$ cat src/rtl/sema_pkg.sv
package sema_pkg;
  localparam int NUM_WIDE = 3;
  localparam int NUM_BIT  = 2;
  localparam int NUM_REG  = NUM_WIDE + NUM_BIT;

  typedef struct packed {
    logic [NUM_REG-1:0] wrEn;   // store wrData into register
    logic [NUM_BIT-1:0] setEn;  // test-and-set side effect
    logic [NUM_REG-1:0] rdSel;  // register feeding the read mux
    logic               rdEn;   // capture read data
  } semaStrobe_t;
endpackage

$ cat src/rtl/sema_ctrl.sv
module sema_ctrl
  import sema_pkg::*;
#(
  parameter int ADDR_W    = 16,
  parameter int BASE_OFF  = 'h8000,
  parameter int ALIAS_GAP = 'h40,
  parameter int STRIDE    = 8
) (
  input  logic               accEn,
  input  logic               accWr,
  input  logic [ADDR_W-1:0]  accAddr,
  input  logic [NUM_REG-1:0] isZero,
  output semaStrobe_t        strb
);
  logic rdReq, wrReq;
  logic [NUM_REG-1:0] hitNorm, hitAtom, wrAllow;

  assign rdReq = accEn & ~accWr;
  assign wrReq = accEn & accWr;

  for (genvar i = 0; i < NUM_REG; i++) begin : g_dec
    localparam logic [ADDR_W-1:0] NORM_A = ADDR_W'(BASE_OFF + STRIDE * i);
    localparam logic [ADDR_W-1:0] ATOM_A = ADDR_W'(BASE_OFF + ALIAS_GAP + STRIDE * i);
    assign hitNorm[i] = (accAddr == NORM_A);
    assign hitAtom[i] = (accAddr == ATOM_A);
    if (i < NUM_WIDE) begin : g_wz
      assign wrAllow[i] = isZero[i];
    end else begin : g_rsz
      assign wrAllow[i] = 1'b1;
    end
  end

  assign strb.wrEn  = {NUM_REG{wrReq}} & (hitNorm | (hitAtom & wrAllow));
  assign strb.setEn = {NUM_BIT{rdReq}} & hitAtom[NUM_REG-1:NUM_WIDE]
                      & isZero[NUM_REG-1:NUM_WIDE];
  assign strb.rdSel = {NUM_REG{rdReq}} & (hitNorm | hitAtom);
  assign strb.rdEn  = rdReq;
endmodule

$ cat src/rtl/sema_regs.sv
module sema_regs
  import sema_pkg::*;
#(
  parameter int DATA_W      = 64,
  parameter int NUM_RST_WIDE = 1
) (
  input  logic               clk,
  input  logic               rstN,
  input  semaStrobe_t        strb,
  input  logic [DATA_W-1:0]  wrData,
  output logic [NUM_REG-1:0] isZero,
  output logic [DATA_W-1:0]  rdData
);
  logic [DATA_W-1:0] wideVal [NUM_WIDE];
  logic [NUM_BIT-1:0] bitVal;
  logic [DATA_W-1:0] rdNext;

  for (genvar i = 0; i < NUM_WIDE; i++) begin : g_wide
    logic [DATA_W-1:0] q;
    if (i < NUM_RST_WIDE) begin : g_rst
      always_ff @(posedge clk) begin
        if (!rstN)              q <= '0;
        else if (strb.wrEn[i])  q <= wrData;
      end
    end else begin : g_norst
      always_ff @(posedge clk) begin
        if (strb.wrEn[i]) q <= wrData;
      end
    end
    assign wideVal[i] = q;
    assign isZero[i]  = (q == '0);
  end

  for (genvar j = 0; j < NUM_BIT; j++) begin : g_bit
    always_ff @(posedge clk) begin
      if (!rstN)                         bitVal[j] <= 1'b0;
      else if (strb.wrEn[NUM_WIDE + j])  bitVal[j] <= wrData[0];
      else if (strb.setEn[j])            bitVal[j] <= 1'b1;
    end
    assign isZero[NUM_WIDE + j] = ~bitVal[j];
  end

  always_comb begin
    rdNext = '0;
    for (int i = 0; i < NUM_WIDE; i++)
      if (strb.rdSel[i]) rdNext = rdNext | wideVal[i];
    for (int j = 0; j < NUM_BIT; j++)
      if (strb.rdSel[NUM_WIDE + j]) rdNext[0] = rdNext[0] | bitVal[j];
  end

  always_ff @(posedge clk) begin
    if (!rstN)          rdData <= '0;
    else if (strb.rdEn) rdData <= rdNext;
  end
endmodule

$ cat src/rtl/sema_scratch_bank.sv
module sema_scratch_bank
  import sema_pkg::*;
#(
  parameter int DATA_W    = 64,
  parameter int ADDR_W    = 16,
  parameter int BASE_OFF  = 'h8000,
  parameter int ALIAS_GAP = 'h40,
  parameter int STRIDE    = 8
) (
  input  logic              clk,
  input  logic              rstN,
  input  logic              accEn,
  input  logic              accWr,
  input  logic [ADDR_W-1:0] accAddr,
  input  logic [DATA_W-1:0] wrData,
  output logic [DATA_W-1:0] rdData
);
  semaStrobe_t        strb;
  logic [NUM_REG-1:0] isZero;

  sema_ctrl #(
    .ADDR_W(ADDR_W), .BASE_OFF(BASE_OFF), .ALIAS_GAP(ALIAS_GAP), .STRIDE(STRIDE)
  ) u_ctrl (
    .accEn(accEn), .accWr(accWr), .accAddr(accAddr), .isZero(isZero), .strb(strb)
  );

  sema_regs #(.DATA_W(DATA_W), .NUM_RST_WIDE(1)) u_regs (
    .clk(clk), .rstN(rstN), .strb(strb), .wrData(wrData),
    .isZero(isZero), .rdData(rdData)
  );
endmodule

$ cat config.mk
export PLATFORM = sky130hd
export DESIGN_NAME = sema_scratch_bank
export DESIGN_NICKNAME = d
export VERILOG_FILES = /design/src/rtl/sema_pkg.sv /design/src/rtl/sema_ctrl.sv /design/src/rtl/sema_regs.sv /design/src/rtl/sema_scratch_bank.sv
export SDC_FILE = /design/constraint.sdc
export NUM_CORES = 1
export LEC_CHECK = 0
export BUFFER_PORTS_ARGS = -buffer_cell sky130_fd_sc_hd__clkbuf_2
export CAP_MARGIN = 20
export CORE_MARGIN = 2
export CORE_UTILIZATION = 59
export CTS_BUF_LIST = sky130_fd_sc_hd__clkbuf_8
export CTS_CLUSTER_DIAMETER = 40
export DETAILED_ROUTE_END_ITERATION = 6
export GPL_TIMING_DRIVEN = 0
export PLACE_DENSITY = 0.81
export SYNTH_ARGS = -nofsm -noshare
export SYNTH_HDL_FRONTEND = slang
export SYNTH_HIERARCHICAL = 1
export SYNTH_SLANG_ARGS = --single-unit
$ cat constraint.sdc
create_clock -name clk -period 6.6 [get_ports clk]
set_input_delay 0.33 -clock clk [delete_from_list [all_inputs] [get_ports clk]]
set_output_delay 0.33 -clock clk [all_outputs]
set_load 0.1 [all_outputs]
==> impl_summary.log, run 1 <==
[metrics] startpoint kind of the worst setup timing path: flip-flop
[metrics] total standard cell area after synthesis: 0.01002 mm^2
[metrics] initial antenna violation count: 0
[metrics] final worst clock skew: 0.01311 ns
[metrics] 1st-iter DRT viols: approximately 960
[metrics] worst ir drop on vdd: between 0.2 and 0.25 mV
[metrics] Storage cell area: 0.006446 mm^2
[metrics] final routed wire length divided by cell count: 22.30 um
[metrics] detailed-routing iteration count for the pre-antenna-repair pass: 7
[metrics] count of mapped cells out of synthesis: 736
[metrics] most area-consuming cells after synthesis: sky130_fd_sc_hd__edfxtp_1, sky130_fd_sc_hd__dfxtp_1, sky130_fd_sc_hd__a222oi_1
[metrics] sequential-to-total area share from yosys stat: 0.6436
[metrics] final setup margin: 3.378 ns
[metrics] share of synthesized area spent on multiplexers: 0.06396
[metrics] arrival time at the worst endpoint: 3.46 ns
[metrics] Yosys warning total: 6
[metrics] post-route fraction of the period consumed by the critical path: 0.4882
[metrics] final setup violation count: 0
[metrics] via count: 7573
[metrics] Pins Over Slew Limit: 0
[metrics] synth cell count leaders: sky130_fd_sc_hd__dfxtp_1, sky130_fd_sc_hd__edfxtp_1, sky130_fd_sc_hd__nor2b_1
[metrics] transition at the pin with the smallest max-transition slack: ~1.0 ns
[metrics] placed cell areas: 0.01120 mm^2
[metrics] Final Routed Wirelength: approximately 27000 um
[metrics] mean area per synthesized cell: 13.61 um^2
[metrics] CP top delay family: simple AND/OR/NAND/NOR gates
[metrics] ordered cell list for the critical path: nor4_1 > nand4_1 > nor4_1 > nor2b_1 > nor3_2 > buf_6 > buf_8 > buf_6
[metrics] adder-cell share of the synthesized area: 0
[metrics] Non-Filler Cell Area, Final: 0.01216 mm^2
[metrics] Diodes inserted: 0
[metrics] maximum frequency from static timing analysis: about 0.31 GHz
[metrics] IO Count: 148
[metrics] CTS clk-pin slew, worst paths: 0.06 ns
[metrics] wire length of the first global-routing pass: between 40000 and 50000 um
[metrics] setup repair after global routing missed its margin: false
[metrics] number of synthesized flops with an enable pin: 128
[metrics] Max-Slew Margin vs Limit: 0.3310
[metrics] post-detailed-placement half-perimeter wirelength: around 19000 um
[metrics] TritonCTS clock tree: done
[metrics] cell taking the most area after synthesis: sky130_fd_sc_hd__edfxtp_1
[metrics] filler cell count: 1160
[metrics] P_leak: between 4 and 5 nW
[metrics] outcome: finished, violations left
[metrics] Max Root-Sink Buffers: 3
[metrics] level count of the clock H-tree: 2
[metrics] growth of design area from synthesis to finish: 21.41%
[metrics] combinational family with the most area after synthesis: compound AO/OA/AOI/OAI gates
[metrics] Total Nets Final: 1036
[metrics] crit path capture type: flip-flop
[metrics] post-synth cell types: 29
[metrics] maximum number of pins on one net before global-route repair: 21
[metrics] syn_nets: 820
[metrics] CTS Root Cell: sky130_fd_sc_hd__clkbuf_8
[metrics] multi-input gate area in the final layout: 0.003226 mm^2
[metrics] fraction of synthesized cell area in xor and xnor cells: 0
[metrics] number of buffers inserted during clock tree synthesis: 41
[metrics] clock sink count: 258
[metrics] number of buffers and inverters on the critical path: 3
[metrics] max-capacitance violation count: 0
[metrics] worst hold-check path type: in -> reg
[metrics] highest fanout seen on the critical path: 11
[metrics] PD cells: 270.7 mW/mm^2
[metrics] Overall Global Routing Usage: 0.2977
[metrics] core outline area: 0.01658 mm^2
[metrics] Synth Register Bits: between 200 and 300
[metrics] simple-gate share of the synthesized area: 0.1262
[metrics] post-CTS setup buffer count: 0
[metrics] number of instances resized during post-cts repair: 0
[metrics] vias in the first global route: 7529
[metrics] clock latency reported for the late side of the worst-skew pair: approximately 0.53 ns
[metrics] crit-path max cell delay: 0.64 ns
[metrics] area fraction in compound gates after synthesis: 0.1308
[metrics] via-per-instance ratio: 6.285
[metrics] Critical Path RT: 6.84 ns
[metrics] Die Outline Area: 0.01803 mm^2
[metrics] proportion of layout cells with a drive suffix above 1: 0.2599
[metrics] violations in the final reports: design-rule violations
[metrics] input/output buffers: 146
[metrics] RePlAce Congestion: 0.9258
[metrics] number of remaining DRC errors: 2
[metrics] Design Power: between 3 and 4 mW
[metrics] Die H: 134.3 um
[metrics] top-area cell type share of the netlist area: 0.3838
[metrics] setup TNS after final layout: 0 ns
[metrics] most used flip-flop cell after synthesis: sky130_fd_sc_hd__dfxtp_1
[metrics] crit path time final: 3.222 ns
[metrics] critical path class: reg -> reg
[metrics] async set or reset register ratio after synthesis: 0
[metrics] setup slack after placement: approximately 3.5 ns
[metrics] crit path max-delay cell type: sky130_fd_sc_hd__nor4_1
[metrics] effective utilization at floorplan: 0.6040
[metrics] hold buffer count at cts: 17
[metrics] residual antenna-violating net count after detailed routing: 0
[metrics] final hold violation count: 0
[metrics] Die Span X: between 100 and 150 um
[metrics] number of standard-cell rows in the floorplan: 47
[metrics] global-route congestion overflow total: 0
[metrics] most common cell in the netlist: sky130_fd_sc_hd__dfxtp_1
[logic make-up after synthesis]
family          Yosys count
mux                      64
buf+inv                  59
simple gates            223
compound gates          132
flops                   258
[report_power, final]
| part | switching (mW) | internal [mW] | total [mW] | leakage [nW] |
|---|---|---|---|---|
| clock | 0.592 | 0.684 | 1.28 | 0.482 |
| combinational | 0.234 | 0.0684 | 0.303 | 2.25 |
| sequential | 0.0119 | 1.70 | 1.71 | 2.21 |
| total | 0.839 | 2.45 | 3.29 | 4.94 |
[per-layer routing]
layer / wire length, um / share of wire / global-route usage
met2: 12710 / 0.47 / 0.4821
met1: 10670 / 0.40 / 0.3999
met5: 0 / 0 / 0
met3: 2655 / 0.099 / 0.05782
met4: 825 / 0.031 / 0.1152
[worst reg2reg max path, stage by stage (launching register included)]
cell                       delay [ns]
sky130_fd_sc_hd__edfxtp_1        0.41
sky130_fd_sc_hd__nor4_1          0.64
sky130_fd_sc_hd__nand4_1         0.29
sky130_fd_sc_hd__nor4_1          0.38
sky130_fd_sc_hd__nor2b_1         0.12
sky130_fd_sc_hd__nor3_2          0.51
sky130_fd_sc_hd__buf_6           0.25
sky130_fd_sc_hd__buf_8           0.17
sky130_fd_sc_hd__buf_6           0.16
[metrics by stage]
stage | utilization | hold WS, ns | instances
floorplan | - | 0.4289 | 736
finish | 0.7333 | 0.01358 | 1205
detailed placement | 0.6753 | 0.4667 | 1112
global placement | 0.6646 | 0.4598 | 1102
CTS | 0.7333 | 0.00001779 | 1205
global route | 0.7333 | 0.002967 | 1205
[flip-flops by register name, summed over array words and instances (netlist names)]
signal,count
u_regs/g_wide.q,192
u_regs/rdData,64
u_regs/bitVal,2
[path summary, 6_finish.rpt]
check                         start                      to  slack, ns  cells after the start
max          u_regs/g_wide[1].q[40]  u_regs/g_wide[1].q[26]       3.38                      8
min                       wrData[5]   u_regs/g_wide[1].q[5]       0.01                      1
max reg2reg  u_regs/g_wide[1].q[40]  u_regs/g_wide[1].q[26]       3.38                      8
min reg2reg       u_regs/rdData[53]       u_regs/rdData[53]       0.48                      1
[cells in the final DEF (no fill, tap or decap), types with 2 or more instances in the layout]
cell type,n
sky130_fd_sc_hd__clkbuf_2,146
sky130_fd_sc_hd__dfxtp_1,130
sky130_fd_sc_hd__edfxtp_1,128
sky130_fd_sc_hd__nor2b_1,68
sky130_fd_sc_hd__nand2_1,65
sky130_fd_sc_hd__mux2i_1,64
sky130_fd_sc_hd__a222oi_1,64
sky130_fd_sc_hd__o211a_1,63
sky130_fd_sc_hd__nor4_1,51
sky130_fd_sc_hd__clkbuf_8,50
sky130_fd_sc_hd__buf_2,26
sky130_fd_sc_hd__inv_1,23
sky130_fd_sc_hd__dlygate4sd3_1,17
sky130_fd_sc_hd__clkbuf_1,17
sky130_fd_sc_hd__nand4_1,13
sky130_fd_sc_hd__nor2_1,10
sky130_fd_sc_hd__buf_4,7
sky130_fd_sc_hd__buf_6,7
sky130_fd_sc_hd__buf_8,7
sky130_fd_sc_hd__nand4b_1,3
sky130_fd_sc_hd__buf_16,3
sky130_fd_sc_hd__clkinv_1,2
sky130_fd_sc_hd__clkinv_2,2
sky130_fd_sc_hd__nand3_1,2
sky130_fd_sc_hd__nor3_1,2
sky130_fd_sc_hd__nor3_2,2
sky130_fd_sc_hd__nand2b_1,2
sky130_fd_sc_hd__o311a_1,2
[layout make-up]
class,instances,share of cell area
tap,220,0.02264
clock buffer,50,0.05659
clock inverter,26,0.008540
inverter,2,0.0006173
timing repair buffer,173,0.08766
sequential,258,0.5301
buffer,57,0.02860
multi-input combinational,419,0.2653
Note: power is estimated with default switching activity, not from simulation.
==> run 2: changes to the inputs <==
Clock period 6.6 ns to 3.1 ns, I/O delays scaled along.
==> run 2 against run 1 <==
  * Highest routed layer unchanged
  * Non-clock buffer count is 47 higher
  * Sequential power is 110% higher
  * Clock skew is 0.0042 ns higher
  * Critical path type unchanged
  * Sequential share of layout area is 1.9 points lower
  * Register-to-register slack worse by 3.4 ns
  * The run ends with design-rule violations, negative setup slack left
==> impl_summary.log, run 2 (same netlist as run 1, synthesis figures left out) <==
[metrics] r2r endpoint: u_regs/g_wide[0].q[29]
[metrics] via count: 7841 (+3.5%)
[metrics] residual antenna-violating net count after detailed routing: 0 (unchanged)
[metrics] clock sink count: 258 (unchanged)
[metrics] setup repair after global routing missed its margin: false
[metrics] worst ir drop on vdd: 0.4241 mV (+93%)
[metrics] IO Count: 148 (unchanged)
[metrics] Total Nets Final: 1083 (+4.5%)
[metrics] Worst Hold Path Cells: 2 (+1)
[metrics] number of buffers inserted during clock tree synthesis: 41 (unchanged)
[metrics] Largest Register: u_regs/g_wide.q
[metrics] transition at the pin with the smallest max-transition slack: 0.8246 ns (-0.1757 ns)
[metrics] clock latency reported for the late side of the worst-skew pair: 0.54 ns (about the same)
[metrics] critical path class: reg -> reg
[metrics] effective utilization at floorplan: 0.6040 (unchanged)
[metrics] final routed wire length divided by cell count: 22.61 um (+1.4%)
[metrics] Post-Route Hold Slack: 0.03791 ns (+0.02433 ns)
[metrics] largest registers ranked by flip-flop count: u_regs/g_wide.q: 192 flops, u_regs/rdData: 64 flops, u_regs/bitVal: 2 flops
[metrics] Diodes inserted: 0 (unchanged)
[metrics] maximum frequency from static timing analysis: 0.3164 GHz (+1.9%)
[metrics] Non-Filler Cell Area, Final: 0.01261 mm^2 (+3.7%)
[metrics] RePlAce Congestion: 0.8833 (-4.6%)
[metrics] input/output buffers: 146 (unchanged)
[metrics] Die H: 134.3 um (unchanged)
[metrics] arrival time at the worst endpoint: 3.56 ns (+0.10 ns)
[metrics] number of remaining DRC errors: 5 (+3)
[metrics] growth of design area from synthesis to finish: 25.91%
[metrics] max-capacitance violation count: 0 (unchanged)
[metrics] via-per-instance ratio: 6.283 (about the same)
[metrics] part of the power in registers: 0.524 (+0.004)
[metrics] violations in the final reports: design-rule violations, negative setup slack
[metrics] maximum number of pins on one net before global-route repair: 20 (-4.8%)
[metrics] global-route congestion overflow total: 0 (unchanged)
[metrics] final hold violation count: 0 (unchanged)
[metrics] highest fanout seen on the critical path: 10 (-1)
[metrics] worst hold endpoint: u_regs/g_wide[0].q[51]
[metrics] crit path time final: 3.161 ns (-0.06110 ns)
[metrics] post-route fraction of the period consumed by the critical path: 1.020 (+0.5315)
[metrics] Final Routed Wirelength: 28210 um (+5.0%)
[metrics] P_leak: 5.123 nW (+3.8%)
[metrics] level count of the clock H-tree: 2 (unchanged)
[metrics] switching power: 1.779 mW (+110%)
[metrics] final worst clock skew: 0.01730 ns (+0.004190 ns)
[metrics] Die Outline Area: 0.01803 mm^2 (unchanged)
[metrics] CTS clk-pin slew, worst paths: 0.06 ns (about the same)
[metrics] setup slack of the most critical reg-to-reg path: -0.06 ns (-3.44 ns)
[metrics] proportion of layout cells with a drive suffix above 1: 0.2442 (-0.01574)
[metrics] 1st-iter DRT viols: 1033 (+7.9%)
[metrics] Overall Global Routing Usage: 0.3122 (+0.01447)
[metrics] proportion of power drawn by combinational gates: 0.100 (+0.008)
[metrics] core outline area: 0.01658 mm^2 (unchanged)
[metrics] switching share of total power: 0.2553 (+0.0006139)
[metrics] internal power: 5.189 mW (+110%)
[metrics] worst r2r src: u_regs/g_wide[0].q[1]
[metrics] Register-to-Register Path Depth: 9 (+1)
[metrics] startpoint kind of the worst setup timing path: flip-flop
[metrics] wire length of the first global-routing pass: 42900 um (+4.1%)
[metrics] clock network power share: 0.377 (-0.011)
[metrics] Max Root-Sink Buffers: 3 (unchanged)
[metrics] post-detailed-placement half-perimeter wirelength: 19260 um (+0.37%)
[metrics] crit path capture type: flip-flop
[metrics] Critical Path RT: 3.50 ns (-3.34 ns)
[metrics] most common cell after layout, fill and taps aside: sky130_fd_sc_hd__clkbuf_2
[metrics] number of flip-flops under the largest register name: 192 (unchanged)
[metrics] initial antenna violation count: 0 (unchanged)
[metrics] placed cell areas: 0.01121 mm^2 (+0.10%)
[metrics] CTS Root Cell: sky130_fd_sc_hd__clkbuf_8
[metrics] TritonCTS clock tree: done
[metrics] Die Span X: 134.3 um (unchanged)
[metrics] Pins Over Slew Limit: 0 (unchanged)
[metrics] number of standard-cell rows in the floorplan: 47 (unchanged)
[metrics] Max-Slew Margin vs Limit: 0.4452 (+0.1142)
[metrics] outcome: finished, violations left
[metrics] final setup violation count: 1 (+1)
[metrics] most frequent cells in the layout: sky130_fd_sc_hd__clkbuf_2, sky130_fd_sc_hd__dfxtp_1, sky130_fd_sc_hd__edfxtp_1, sky130_fd_sc_hd__nor2b_1, sky130_fd_sc_hd__nand2_1
[metrics] final setup margin: -0.06093 ns (-3.439 ns)
[metrics] worst hold-check path type: in -> reg
[metrics] vias in the first global route: 7742 (+2.8%)
[metrics] detailed-routing iteration count for the pre-antenna-repair pass: 7 (unchanged)
[metrics] PD cells: 552.5 mW/mm^2 (+100%)
[metrics] Hold Crit Start: rstN
[run 2: worst max path at each step]
stage                        endpoint                   start
2_1_floorplan   u_regs/g_wide[1].q[0]  u_regs/g_wide[1].q[60]
3_3_place_gp   u_regs/g_wide[1].q[30]  u_regs/g_wide[1].q[28]
3_5_place_dp   u_regs/g_wide[1].q[30]  u_regs/g_wide[1].q[28]
4_1_cts         u_regs/g_wide[2].q[3]  u_regs/g_wide[2].q[29]
5_1_grt        u_regs/g_wide[0].q[29]   u_regs/g_wide[0].q[1]
6_report       u_regs/g_wide[0].q[29]   u_regs/g_wide[0].q[1]
[run 2: stage by stage]
stage / utilization / worst slack [ns] / power, mW / TNS (ns) / instances
2_1_floorplan: - / 0.04279 / 4.169 / 0 / 736
3_3_place_gp: 0.6657 / -1.429 / 4.334 / -181.54 / 1102
3_5_place_dp: 0.6759 / -0.03970 / 4.343 / -0.7369 / 1110
4_1_cts: 0.7601 / 0.1179 / 6.982 / 0 / 1248
5_1_grt: 0.7605 / 0.01276 / 7.190 / 0 / 1248
6_report: 0.7605 / -0.06093 / 6.968 / -0.06093 / 1248
[run 2: cell type report]
type / instances / area (um^2)
Sequential cell: 258 / 6446
Fill cell: 1056 / 3973
Multi-Input combinational cell: 419 / 3238
Timing Repair Buffer: 220 / 1556
Clock buffer: 44 / 605.6
Buffer: 57 / 347.8
Tap cell: 220 / 275.3
Clock inverter: 28 / 133.9
Inverter: 2 / 7.507
[run 2: timing repair]
item | CTS | global route
pin swaps | 1 | 0
resized for setup | 0 | 1
endpoints found under the setup margin | 19 | 29
buffers inserted | 2 | 0
hold buffers | 64 | 0
hold endpoints to repair | 190 | 0
[run 2: critical path, cell delays in order, from the launching register on]
cell                      delay (ns)
sky130_fd_sc_hd__dfxtp_1        0.33
sky130_fd_sc_hd__nor4_1         0.72
sky130_fd_sc_hd__nand4_1        0.29
sky130_fd_sc_hd__nor4_1         0.39
sky130_fd_sc_hd__nor2b_1        0.10
sky130_fd_sc_hd__nor3_1         0.12
sky130_fd_sc_hd__buf_2          0.33
sky130_fd_sc_hd__buf_4          0.31
sky130_fd_sc_hd__mux2i_1        0.34
sky130_fd_sc_hd__nor2b_1        0.10
[run 2: power by group through the flow]
stage                     registers [mW]  clock network [mW]  logic (mW)
after floorplan                     4.05                   0       0.116
after global placement              3.72                   0       0.617
after detailed placement            3.72                   0       0.624
after CTS                           3.65                2.65       0.689
after global routing                3.65                2.82       0.723
final                               3.65                2.63       0.694
[run 2: layer usage]
| layer | global-route usage | part of all wire | vias to the layer above |
|---|---|---|---|
| met5 | 0 | 0 | - |
| met4 | 0.1363 | 0.040 | 0 |
| met3 | 0.06614 | 0.10 | 85 |
| met2 | 0.5074 | 0.47 | 521 |
| met1 | 0.4074 | 0.39 | 3761 |
| li1 | - | - | 3474 |
